**src/rtl/pwm_fine_dac_pkg.sv**
```systemverilog
package pwm_fine_dac_pkg;
  localparam int REG_W  = 16;
  localparam int NUM_CH = 2;

  // Control word. Bit 0 is half_rate, bit 5 is ch1_on.
  typedef struct packed {
    logic ch1_on;
    logic ch0_on;
    logic run;
    logic hi_active;
    logic long_cycle;
    logic half_rate;
  } ctl_t;

  typedef enum logic [1:0] {
    A_CTL  = 2'd0,
    A_DAT0 = 2'd1,
    A_DAT1 = 2'd2,
    A_CNT  = 2'd3
  } reg_addr_e;
endpackage

```
**src/rtl/pwm_fine_dac_tick.sv**
```systemverilog
module pwm_fine_dac_tick (
  input  logic clk,
  input  logic rst,
  input  logic run,
  input  logic half_rate,
  output logic tick
);
  logic phase;

  always_ff @(posedge clk) begin
    if (rst || !run) phase <= 1'b0;
    else             phase <= !phase;
  end

  assign tick = run && (!half_rate || phase);

  // at half rate a time unit spans two clocks
  assert_half_rate_R1: assert property (@(posedge clk) disable iff (rst)
    (run && half_rate && tick) |=> (!tick || !half_rate));
endmodule

```
**src/rtl/pwm_fine_dac_count.sv**
```systemverilog
module pwm_fine_dac_count #(
  parameter int CNT_W = 14
) (
  input  logic             clk,
  input  logic             rst,
  input  logic             run,
  input  logic             tick,
  input  logic             load,
  input  logic [CNT_W-1:0] load_val,
  output logic [CNT_W-1:0] cnt,
  output logic             wrap
);
  always_ff @(posedge clk) begin
    if (rst || !run) cnt <= '0;
    else if (load)   cnt <= load_val;
    else if (tick)   cnt <= cnt + 1'b1;
  end

  assign wrap = tick && (&cnt);

  assert_hold_zero_R6: assert property (@(posedge clk) disable iff (rst)
    !run |=> (cnt == '0));

  assert_step_R1: assert property (@(posedge clk) disable iff (rst)
    (run && !load && tick && !(&cnt)) |=> (cnt == CNT_W'($past(cnt) + 1'b1)));

  assert_load_R8: assert property (@(posedge clk) disable iff (rst)
    (run && load) |=> (cnt == $past(load_val)));
endmodule

```
**src/rtl/pwm_fine_dac_chan.sv**
```systemverilog
module pwm_fine_dac_chan #(
  parameter int CNT_W   = 14,
  parameter int SHORT_B = 6,
  parameter int LONG_B  = 8
) (
  input  logic             clk,
  input  logic             rst,
  input  logic [CNT_W-1:0] cnt,
  input  logic             refresh,
  input  logic [CNT_W-1:0] data_in,
  input  logic             long_cycle,
  input  logic             hi_active,
  input  logic             on,
  output logic             pwm
);
  localparam int NS = CNT_W - SHORT_B;  // number of index bits, short cycle
  localparam int NL = CNT_W - LONG_B;   // number of index bits, long cycle

  logic [CNT_W-1:0] data_live;

  logic [SHORT_B-1:0] pos_s, wid_s;
  logic [NS-1:0]      idx_s, rev_s, ext_s;
  logic [SHORT_B:0]   add_s;
  logic               act_s;

  logic [LONG_B-1:0]  pos_l, wid_l;
  logic [NL-1:0]      idx_l, rev_l, ext_l;
  logic [LONG_B:0]    add_l;
  logic               act_l;

  logic act;

  always_ff @(posedge clk) begin
    if (rst)          data_live <= '0;
    else if (refresh) data_live <= data_in;
  end

  always_comb begin
    pos_s = cnt[SHORT_B-1:0];
    idx_s = cnt[CNT_W-1:SHORT_B];
    wid_s = data_live[CNT_W-1:NS];
    ext_s = data_live[NS-1:0];
    for (int i = 0; i < NS; i++) rev_s[i] = idx_s[NS-1-i];
    add_s = {1'b0, wid_s} + {{SHORT_B{1'b0}}, (rev_s < ext_s)};
    act_s = ({1'b0, pos_s} < add_s);

    pos_l = cnt[LONG_B-1:0];
    idx_l = cnt[CNT_W-1:LONG_B];
    wid_l = data_live[CNT_W-1:NL];
    ext_l = data_live[NL-1:0];
    for (int i = 0; i < NL; i++) rev_l[i] = idx_l[NL-1-i];
    add_l = {1'b0, wid_l} + {{LONG_B{1'b0}}, (rev_l < ext_l)};
    act_l = ({1'b0, pos_l} < add_l);

    act = long_cycle ? act_l : act_s;
  end

  always_ff @(posedge clk) begin
    if (rst)     pwm <= 1'b1;
    else if (on) pwm <= hi_active ? act : !act;
    else         pwm <= !hi_active;
  end

  assert_idle_R5: assert property (@(posedge clk) disable iff (rst)
    !on |=> (pwm == !$past(hi_active)));

  assert_live_stable_R7: assert property (@(posedge clk) disable iff (rst)
    !refresh |=> $stable(data_live));
endmodule

```
**src/rtl/pwm_fine_dac_regs.sv**
```systemverilog
module pwm_fine_dac_regs
  import pwm_fine_dac_pkg::*;
#(
  parameter int CNT_W = 14
) (
  input  logic                          clk,
  input  logic                          rst,
  input  logic                          bus_wr,
  input  logic                          bus_rd,
  input  logic [1:0]                    bus_addr,
  input  logic [1:0]                    bus_be,
  input  logic [REG_W-1:0]              bus_wdata,
  input  logic [CNT_W-1:0]              cnt,
  output ctl_t                          ctl,
  output logic [NUM_CH-1:0][CNT_W-1:0]  dat,
  output logic                          cnt_load,
  output logic [CNT_W-1:0]              cnt_val,
  output logic [REG_W-1:0]              bus_rdata
);
  localparam int CNT_LSB = REG_W - CNT_W;

  reg_addr_e addr;
  logic      full_word;

  assign addr      = reg_addr_e'(bus_addr);
  assign full_word = (bus_be == 2'b11);
  assign cnt_load  = bus_wr && (addr == A_CNT) && full_word;
  assign cnt_val   = bus_wdata[REG_W-1:CNT_LSB];

  always_ff @(posedge clk) begin
    if (rst) begin
      ctl       <= '0;
      dat       <= '0;
      bus_rdata <= '0;
    end else begin
      if (bus_wr) begin
        case (addr)
          A_CTL:  if (bus_be[0]) ctl    <= ctl_t'(bus_wdata[$bits(ctl_t)-1:0]);
          A_DAT0: if (full_word) dat[0] <= bus_wdata[CNT_W-1:0];
          A_DAT1: if (full_word) dat[1] <= bus_wdata[CNT_W-1:0];
          default: ;
        endcase
      end
      if (bus_rd) begin
        case (addr)
          A_CTL:   bus_rdata <= REG_W'(ctl);
          A_DAT0:  bus_rdata <= REG_W'(dat[0]);
          A_DAT1:  bus_rdata <= REG_W'(dat[1]);
          default: bus_rdata <= REG_W'(cnt) << CNT_LSB;
        endcase
      end
    end
  end

  assert_partial_ignored_R9: assert property (@(posedge clk) disable iff (rst)
    (bus_wr && addr == A_DAT0 && !full_word) |=> $stable(dat[0]));

  assert_partial_ignored1_R9: assert property (@(posedge clk) disable iff (rst)
    (bus_wr && addr == A_DAT1 && !full_word) |=> $stable(dat[1]));
endmodule

```
**src/rtl/pwm_fine_dac.sv**
```systemverilog
module pwm_fine_dac
  import pwm_fine_dac_pkg::*;
#(
  parameter int CNT_W   = 14,
  parameter int SHORT_B = 6,
  parameter int LONG_B  = 8
) (
  input  logic        clk,
  input  logic        rst,
  input  logic        bus_wr,
  input  logic        bus_rd,
  input  logic [1:0]  bus_addr,
  input  logic [1:0]  bus_be,
  input  logic [15:0] bus_wdata,
  output logic [15:0] bus_rdata,
  output logic [1:0]  pwm_out
);
  ctl_t                         ctl;
  logic [NUM_CH-1:0][CNT_W-1:0] dat;
  logic                         cnt_load;
  logic [CNT_W-1:0]             cnt_val;
  logic [CNT_W-1:0]             cnt;
  logic                         tick;
  logic                         wrap;
  logic                         refresh;
  logic [NUM_CH-1:0]            ch_on;

  assign ch_on   = {ctl.ch1_on, ctl.ch0_on};
  assign refresh = !ctl.run || cnt_load || wrap;

  pwm_fine_dac_regs #(.CNT_W(CNT_W)) u_regs (
    .clk(clk), .rst(rst),
    .bus_wr(bus_wr), .bus_rd(bus_rd), .bus_addr(bus_addr),
    .bus_be(bus_be), .bus_wdata(bus_wdata),
    .cnt(cnt), .ctl(ctl), .dat(dat),
    .cnt_load(cnt_load), .cnt_val(cnt_val), .bus_rdata(bus_rdata)
  );

  pwm_fine_dac_tick u_tick (
    .clk(clk), .rst(rst), .run(ctl.run),
    .half_rate(ctl.half_rate), .tick(tick)
  );

  pwm_fine_dac_count #(.CNT_W(CNT_W)) u_count (
    .clk(clk), .rst(rst), .run(ctl.run), .tick(tick),
    .load(cnt_load), .load_val(cnt_val), .cnt(cnt), .wrap(wrap)
  );

  for (genvar c = 0; c < NUM_CH; c++) begin : g_ch
    pwm_fine_dac_chan #(.CNT_W(CNT_W), .SHORT_B(SHORT_B), .LONG_B(LONG_B)) u_chan (
      .clk(clk), .rst(rst), .cnt(cnt), .refresh(refresh),
      .data_in(dat[c]), .long_cycle(ctl.long_cycle),
      .hi_active(ctl.hi_active), .on(ctl.run && ch_on[c]),
      .pwm(pwm_out[c])
    );
  end
endmodule

```
**config.mk**
```make
export PLATFORM = sky130hd
export DESIGN_NAME = pwm_fine_dac
export DESIGN_NICKNAME = d
export VERILOG_FILES = /design/src/rtl/pwm_fine_dac_pkg.sv /design/src/rtl/pwm_fine_dac_tick.sv /design/src/rtl/pwm_fine_dac_count.sv /design/src/rtl/pwm_fine_dac_chan.sv /design/src/rtl/pwm_fine_dac_regs.sv /design/src/rtl/pwm_fine_dac.sv
export SDC_FILE = /design/constraint.sdc
export NUM_CORES = 1
export LEC_CHECK = 0
export BUFFER_PORTS_ARGS = -buffer_cell sky130_fd_sc_hd__buf_4
export CAP_MARGIN = 20
export CORE_ASPECT_RATIO = 1.2
export CORE_MARGIN = 4
export CORE_UTILIZATION = 50
export DETAILED_ROUTE_END_ITERATION = 8
export PLACE_DENSITY = 0.8
export REMOVE_ABC_BUFFERS = 1
export SKIP_LAST_GASP = 1
export SYNTH_ARGS = -nofsm -noshare
export SYNTH_HDL_FRONTEND = slang
export SYNTH_HIERARCHICAL = 1
export SYNTH_SLANG_ARGS = --single-unit
```
**constraint.sdc**
```tcl
create_clock -name clk -period 4.6 [get_ports clk]
set_input_delay 0.46 -clock clk [delete_from_list [all_inputs] [get_ports clk]]
set_output_delay 0.46 -clock clk [all_outputs]
set_load 0.02 [all_outputs]
```
* Word-level counts from Yosys, hierarchy flattened
Cells that the tools add are included.
Word-level totals: output and inout port bits 18, register bits 95
Cells by class: reductions and logical operators 22, muxes and demuxes 9, $lt $le $gt $ge 8, add/sub/neg operators 5, equality and inequality tests 4
Operators with widths (number):
- $pmux 16 s3 | 1
- $mux 14 | 2
- $add 8x1->9 | 2
- $lt 8x9->1 | 2
- $lt 8x8->1 | 2
- $add 14x1->14 const B | 1
- $add 6x1->7 | 2
- $lt 6x7->1 | 2
- $reduce_and 14->1 | 1
- $lt 6x6->1 | 2
- $reduce_and 3->1 | 3
- $eq 2x2->1 const B | 3
- $logic_and 1x1->1 | 6
- $logic_not 1->1 | 6
- $mux 1 | 6
- $logic_or 1x1->1 | 4
- $eq 2x1->1 const B | 1
- $logic_not 2->1 | 1
- $reduce_bool 2->1 | 1

* Depth between registers and ports, before layout
Gate-level depths: netlist (run 1).
word-level depth 7, gate-level depth with buffers 16, depth with buffers taken out 16

* Modules after synthesis
The synthesis (run 1) kept the hierarchy.
By module, submodules not included:
- pwm_fine_dac_chan | times used 2, area each 1223.7 um^2, cells each 140
- pwm_fine_dac_regs | times used 1, area each 2398.6 um^2, cells each 241
- pwm_fine_dac_count | times used 1, area each 789.5 um^2, cells each 96
- pwm_fine_dac_tick | times used 1, area each 38.8 um^2, cells each 4
- pwm_fine_dac | times used 1, area each 23.8 um^2, cells each 3

* Worst setup path after synthesis (run 1)
No wires, ideal clock.
path kind register to register, from reg u_count.cnt[12], to reg g_ch[0].u_chan.pwm, buffers on the path 0, required time 4.484 ns, data arrival time 3.225 ns, stages on the path, launching flop included 15, setup slack 1.260 ns, cells stage by stage dfxtp_1 -> ha_1 -> a21o_1 -> a21o_1 -> a311oi_1 -> ha_1 -> ha_1 -> nand3_1 -> xor2_1 -> ha_1 -> or4_1 -> a21oi_1 -> o31ai_1 -> a221oi_2 -> and3b_1
Between the ends: cells in the longest elaborated chain, start to end 7, elaborated cells between the ends (all ways) 10, those cells by class add/sub (2); order compare (4); mux (3); reduce/logical (1)
Ends and longest elaborated chain:
- start: declaration | RTL line pwm_fine_dac_count.sv:10 | output logic [CNT_W-1:0] cnt,
- start signal: assignment | RTL line pwm_fine_dac_count.sv:15 | else if (load) cnt <= load_val;
- start signal: assignment | RTL line pwm_fine_dac_count.sv:16 | else if (tick) cnt <= cnt + 1'b1;
- $lt 6x6->1 or $lt 8x8->1 (tied branches) | RTL line pwm_fine_dac_chan.sv:52, pwm_fine_dac_chan.sv:44
- $add 8x1->9 or $add 6x1->7 (tied branches) | RTL line pwm_fine_dac_chan.sv:52, pwm_fine_dac_chan.sv:44
- $lt 8x9->1 or $lt 6x7->1 (tied branches) | RTL line pwm_fine_dac_chan.sv:53, pwm_fine_dac_chan.sv:45
- $mux 1 * | RTL line pwm_fine_dac_chan.sv:55 | act = long_cycle ? act_l : act_s;
- $logic_not 1->1 | RTL line pwm_fine_dac_chan.sv:60 | else if (on) pwm <= hi_active ? act : !act;
- $mux 1 * (2 in a row) | RTL line pwm_fine_dac_chan.sv:60
- end signal: assignment | RTL line pwm_fine_dac_chan.sv:60
- end signal: assignment | RTL line pwm_fine_dac_chan.sv:61 | else pwm <= !hi_active;
- end: declaration | RTL line pwm_fine_dac_chan.sv:14 | output logic pwm
Mark *: on every way between the ends. The rest lies on a longest branch, timed or not. A chain may end at the register's enable or synchronous reset.

* Worst setup path in the final report (run 1)
Same ends and word-level chain as after synthesis.

==> results.md, run 1 <==
- Fraction of layout cells with a size suffix above 1: 13.9%
- Outcome: complete, no violations
- Final max-slew violation count: 0
- Mapped Area: 5700 um^2
- Gr usage total: 21.3%
- RePlAce Congestion: 0.905
- Final count of hold timing violations: 0
- Leak: 2.64 nW
- # fillers: 949
- Synth warn: 6
- Register Area: 1900 um^2
- Clk root buf: clkbuf_16
- Routed len/inst: 17.6 um
- Setup TNS: 0 ps
- Post-route ant nets: 0
- Worst path slowest cell: or4_1
- Initial antenna violation count: 0
- WP data required: 4840 ps
- Final setup fails: 0
- CP Capture Type: register
- Seq/Total Area, Yosys: 33.4%
- Power per cell area: 290 nW/um^2
- EDFF count, synth: 0
- PortBufs: 41
- Cts bufs inserted: 9
- Critical Path Max Stage Delay: 470 ps
- Fin crit share: 81.1%
- Post-CTS Setup Bufs: 0
- Seq cells post-synth: 95
- Clock latency on the worst-skew pair: 340 ps
- CTS-repair resized insts: 0
- Clock slew at reported path FFs: 70 ps
- RSZ-0062 raised after global routing: false
- Worst Skew: 7.26 ps
- Clock sinks: 95
- Most frequent cell on the critical path: ha_1
- Total power: 1.83 mW
- Setup crit start kind: register
- N_diodes: 0
- Post-synthesis cell count: 624
- Htree depth: 3
- Core area: 11100 um^2
- Die width: 105 um
- Global route overflow: 0
- Standard-cell rows: 42
- Worst slew pin tran: 941 ps
- Async set-reset flop share out of synthesis: 0%
- Cell Chain, Critical Path: ha_1, a21o_1, a21o_1, a311oi_1, ha_1, ha_1, nand3_1, xor2_1, ha_1, or4_1, a21oi_1, o31ai_1, a221oi_2, and3b_1
- Final wirelength: 14.0 mm
- Layout Nets: 705
- Worst VDD drop: 0.257 mV
- 1st-pass router iterations: 5
- Die Ht: 125 um
- Largest net degree at the start of global routing: 70
- Vias: 4543
- CP Max Fanout: 5
- # DRC: 0
- Max frequency: 268 MHz
- Initial Util: 51.4%
- Top_reg_cell synth: dfxtp_1
- Die ar.: 13200 um^2
- Final HPWL DP: 9.95 mm
- Slew HR: 37.3%
- TritonCTS clock tree: done
- Crit path DAT: 3980 ps
- Ports: 42
- Hold Crit Class: primary input to register
- Number of global-route vias before repair: 4559
- Critical path type: register to register
- Multi-input gate area: 3440 um^2
- Maximum buffer depth of the clock tree: 2
- Drt initial violations: 243
- Hold-fix buffers, CTS: 0
- P&R area growth vs syn: 10.8%
- Syn avg cell area: 9.13 um^2
- Number of vias per cell: 5.73
- Max-cap violation count: 0
- First-pass GRT wire length: 22.6 mm
- Netlist cell types: 49
- Fin crit period: 3730 ps
-- critical path, delay by kind of cell (launching register included) --
family	cells	cell delay (ps)
compound gates	6	1310
simple gates	3	780
flops	1	420
xor+xnor	1	170
fa+ha+maj	4	950
-- registers in the layout (all words and copies together) (netlist names) --
signal,flops
g_ch.u_chan/data_live,28
u_regs/dat,28
u_regs/bus_rdata,16
u_count/cnt,14
u_regs/ctl,6
g_ch.u_chan/pwm,2
u_tick/phase,1
-- routing by layer --
layer  vias to the layer above  part of all wire (%)  global-route usage, %
met1                      2187                    40                   24.8
met3                        38                   5.2                   3.76
met4                         0                   3.5                   9.50
met5                         -                     0                      0
met2                       144                    51                   37.9
li1                       2174                     -                      -
-- cells by family (layout without fill, tap and decap cells) --
logic type / after synthesis / count (layout) / share of synthesized area, %
buffers and inverters: 71 / 86 / 6.30
XOR/XNOR: 32 / 32 / 4.92
AND/OR/NAND/NOR: 221 / 221 / 20.4
flip-flops: 95 / 95 / 33.4
AO/OA/AOI/OAI: 75 / 75 / 9.09
multiplexers: 83 / 83 / 15.6
adder cells (fa/ha/maj): 47 / 47 / 10.3
-- placed cells by master, fill, tap and decap left out, drive strengths merged, types with 3 or more instances in the layout --
| cell type | Yosys | layout |
|---|---|---|
| dfxtp | 95 | 95 |
| nor2 | 72 | 72 |
| mux2i | 71 | 71 |
| nand2b | 52 | 52 |
| ha | 47 | 47 |
| buf | 30 | 47 |
| nand2 | 33 | 33 |
| inv | 23 | 24 |
| xnor2 | 22 | 22 |
| a21oi | 20 | 20 |
| nand3 | 18 | 18 |
| a311oi | 12 | 12 |
| o21a | 10 | 10 |
| a21o | 10 | 10 |
| xor2 | 10 | 10 |
| clkbuf | 18 | 9 |
| nand4 | 9 | 9 |
| mux2 | 8 | 8 |
| o21ai | 8 | 8 |
| nor3 | 6 | 6 |
| nor2b | 6 | 6 |
| a31oi | 4 | 4 |
| and3 | 4 | 4 |
| mux4 | 4 | 4 |
| nor3b | 4 | 4 |
| or3b | 4 | 4 |
| bufinv | 0 | 3 |
| nor4 | 3 | 3 |
-- synth_stat cells, types with 6 or more instances --
cell type / count / area share (%)
mux2i_1: 71 / 12
nor3_1: 6 / 0.53
nand2b_1: 52 / 5.7
nand4_1: 8 / 0.88
mux2_2: 8 / 1.6
o21ai_0: 6 / 0.53
buf_2: 8 / 0.70
xor2_1: 10 / 1.5
a21oi_1: 20 / 1.8
nor2_1: 72 / 4.7
dfxtp_1: 95 / 33
a311oi_1: 12 / 1.8
nor2b_1: 6 / 0.66
a21o_1: 10 / 1.3
nand3_1: 18 / 1.6
xnor2_1: 22 / 3.4
buf_4: 18 / 2.4
ha_1: 47 / 10
o21a_1: 10 / 1.3
inv_1: 21 / 1.4
nand2_1: 33 / 2.2
clkbuf_1: 18 / 1.2
-- layout make-up --
type | count | share of cell area [%]
timing repair buffer | 47 | 5.59
clock buffer | 9 | 3.57
tap | 154 | 3.05
inverter | 23 | 1.37
sequential | 95 | 30.1
multi-input combinational | 458 | 54.4
clock inverter | 7 | 1.90
-- through the flow --
| stage | cells | utilization [%] | hold WS (ps) | instance area, um^2 | setup WS [ps] |
|---|---|---|---|---|---|
| CTS | 793 | 57.0 | 367 | 6320 | 899 |
| floorplan | 576 | - | 396 | 5430 | 1260 |
| detailed placement | 777 | 53.8 | 433 | 5970 | 919 |
| global placement | 777 | 53.8 | 405 | 5970 | 1050 |
| global route | 793 | 57.0 | 383 | 6320 | 673 |
| finish | 793 | 57.0 | 370 | 6320 | 869 |
-- power breakdown --
| group | total [mW] | switching [mW] | leakage (nW) | internal [mW] |
|---|---|---|---|---|
| clock | 0.862 | 0.329 | 0.166 | 0.533 |
| sequential | 0.843 | 0.00988 | 0.768 | 0.833 |
| combinational | 0.125 | 0.0701 | 1.70 | 0.0548 |
| total | 1.83 | 0.409 | 2.64 | 1.42 |
-- worst paths after layout --
kind / from / endpoint / slack, ps / cells past startpoint
setup / recovery: u_count/cnt[12]$_SDFFE_PP0P_ / g_ch[0].u_chan/pwm$_SDFF_PP1_ / 870 / 14
setup reg to reg: u_count/cnt[12]$_SDFFE_PP0P_ / g_ch[0].u_chan/pwm$_SDFF_PP1_ / 870 / 14
hold / removal: bus_wdata[1] / u_regs/ctl[1]$_SDFFE_PP0P_ / 370 / 3
hold reg to reg: u_tick/phase$_SDFF_PP0_ / u_tick/phase$_SDFF_PP0_ / 440 / 1
Power figures use the tool's default switching activity.
==> run 2: changes to the inputs <==
Clock period 4.6 ns to 3.85 ns, I/O delays scaled along.
==> run 2 against run 1 <==
  * Register-to-register slack got worse by 720 ps
  * Clock skew increased by 2.0 ps
  * Largest cell class unchanged
  * Sequential share of layout area decreased by 0.24 points
  * Critical path type unchanged
  * Critical path depth unchanged
  * Largest power group unchanged
  * Critical endpoint unchanged
==> results.md, run 2 (same netlist as run 1, synthesis figures left out) <==
- Pre-CTS WS: 138 ps
- Switching Share: 22.3%
- Grt met3 use: 4.64%
- Outcome: complete, no violations
- Worst VDD drop: 0.418 mV
- CP Capture Type: register
- Initial antenna violation count: 0
- Max-cap violation count: 0
- Logic pwr share: 6.9%
- Post-CTS Setup Bufs: 0
- RSZ-0062 raised after global routing: true
- CP top delay family: compound AO/OA/AOI/OAI gates
- Initial Util: 51.4%
- Final count of hold timing violations: 0
- Ports: 42
- Maximum buffer depth of the clock tree: 2
- Min-delay src: bus_wdata[0]
- Final max-slew violation count: 0
- GRT met2 Usage: 36.8%
- Sequential Power Share: 45.6%
- Most frequent cells in the layout: dfxtp_1 (95), nor2_1 (72), mux2i_1 (71), nand2b_1 (52), buf_4 (48)
- # DRC: 0
- PortBufs: 41
- Slew HR: 58.8%
- P&R area growth vs syn: 11.7%
- Final HPWL DP: 9.97 mm
- Critical path type: register to register
- Die ar.: 13200 um^2
- First-pass GRT wire length: 23.0 mm
- N_diodes: 0
- Number of global-route vias before repair: 4713
- Clock latency on the worst-skew pair: 350 ps
- Layout Nets: 707
- Htree depth: 3
- Crit path DAT: 3940 ps
- Routed len/inst: 17.9 um
- Core area: 11100 um^2
- Fin crit period: 3700 ps
- Number of vias per cell: 5.81
- Setup crit start kind: register
- # fillers: 955
- Die width: 105 um
- Fin cells: 795
- Gr usage total: 21.6%
- Vias: 4622
- CP Max Fanout: 7
- Most frequent cell on the critical path: ha_1
- WP data required: 4090 ps
- Final wirelength: 14.3 mm
- Top flop regs: g_ch.u_chan/data_live: 28 flops, u_regs/dat: 28 flops, u_regs/bus_rdata: 16 flops
- Worst path slowest cell: dfxtp_1
- Clock slew at reported path FFs: 70 ps
- TritonCTS clock tree: done
- Die Ht: 125 um
- Critical Path Max Stage Delay: 470 ps
- CP Buf/Inv Count: 0
- Placed cells: 779
- Clock sinks: 95
- Worst Skew: 9.27 ps
- Cell Chain, Critical Path: ha_1, o21a_1, o21a_1, a311oi_2, ha_1, ha_1, nand3_1, xor2_1, ha_1, or4_1, a21oi_1, o31ai_1, a221oi_2, and3b_1
- Hold Crit Class: primary input to register
- Critical Path Start: u_count/cnt[9]$_SDFFE_PP0P_
- Pint: 1.72 mW
- 1st-pass router iterations: 5
- Cts bufs inserted: 9
- RePlAce Congestion: 0.920
- Clk pwr share: 47.6%
- Fraction of layout cells with a size suffix above 1: 14.5%
- Total power: 2.21 mW
- Leak: 2.66 nW
- Fin crit share: 96.1%
- Gr busiest metal: met2
- Largest net degree at the start of global routing: 70
- Setup WS post-layout: 151 ps
- NetSw: 0.492 mW
- Worst slew pin tran: 617 ps
- Post-route ant nets: 0
- Power per cell area: 347 nW/um^2
- Drt initial violations: 311
- Met1 usage: 25.0%
- Max frequency: 270 MHz
- Final setup fails: 0
- Clk root buf: clkbuf_16
- Commonest non-fill, non-tap cell in the layout: dfxtp_1
- Final core occ: 57.4%
- Global route overflow: 0
- Launching point of the worst reg2reg path: u_count/cnt[9]$_SDFFE_PP0P_
- Standard-cell rows: 42
==> run 2: cell types whose count changed in the layout (fill, tap and decap cells not counted), sizes merged <==
cell      change
clkbuf        +1
buf           +2
clkinvlp      +1
clkinv        -2
==> run 2: power by group through the flow <==
stage	combinational [mW]	clock, mW	sequential [mW]
2_1_floorplan	0.0661	0	1.03
3_3_place_gp	0.145	0	1.03
3_5_place_dp	0.149	0	1.03
4_1_cts	0.151	1.06	1.01
5_1_grt	0.164	1.11	1.01
6_report	0.152	1.05	1.01
==> run 2: worst register-to-register path: cells and delay by family, from the launching register on <==
| family | cells | cell delay, ps |
|---|---|---|
| adders and majority gates | 4 | 950 |
| DFF | 1 | 470 |
| AOI/OAI and AO/OA | 6 | 1210 |
| and+or+nand+nor | 3 | 800 |
| xor gates and xnor gates | 1 | 180 |
==> run 2: worst paths after layout <==
path / slack [ps] / depth (start not counted) / to
worst max register to register: 150 / 14 / g_ch[0].u_chan/pwm$_SDFF_PP1_
worst max-delay path: 150 / 14 / g_ch[0].u_chan/pwm$_SDFF_PP1_
worst min register to register: 410 / 1 / u_tick/phase$_SDFF_PP0_
worst min-delay path: 280 / 3 / u_regs/ctl[0]$_SDFFE_PP0P_
==> run 2: repair_timing <==
item                                    CTS  global route
endpoints found under the hold margin     0             0
resized for setup                         0             2
hold buffers                              0             0
endpoints found under the setup margin    0             2
==> run 2: area by class of cell <==
class	instances	area [um^2]	share of cell area (%)
flip-flops and latches	95	1900	29.9
well taps	154	193	3.03
clock buffers	10	239	3.75
multi-input cells	458	3450	54.2
inverters	23	86.3	1.36
clock inverters	6	116	1.83
repair buffers	49	380	5.97
==> run 2: routing by layer <==
metal	wire (um)	up-vias	part of all wire (%)
met4	638	0	4.5
met3	708	46	5.0
li1	-	2178	-
met2	7080	160	50
met1	5830	2238	41
met5	0	-	0
==> run 2: through the flow <==
stage | hold slack, ps | area (um^2) | setup TNS (ps)
final | 282 | 6370 | 0
after global placement | 405 | 6000 | 0
after detailed placement | 408 | 6000 | 0
after floorplan | 396 | 5430 | 0
after CTS | 282 | 6350 | 0
after global routing | 301 | 6370 | -32.8
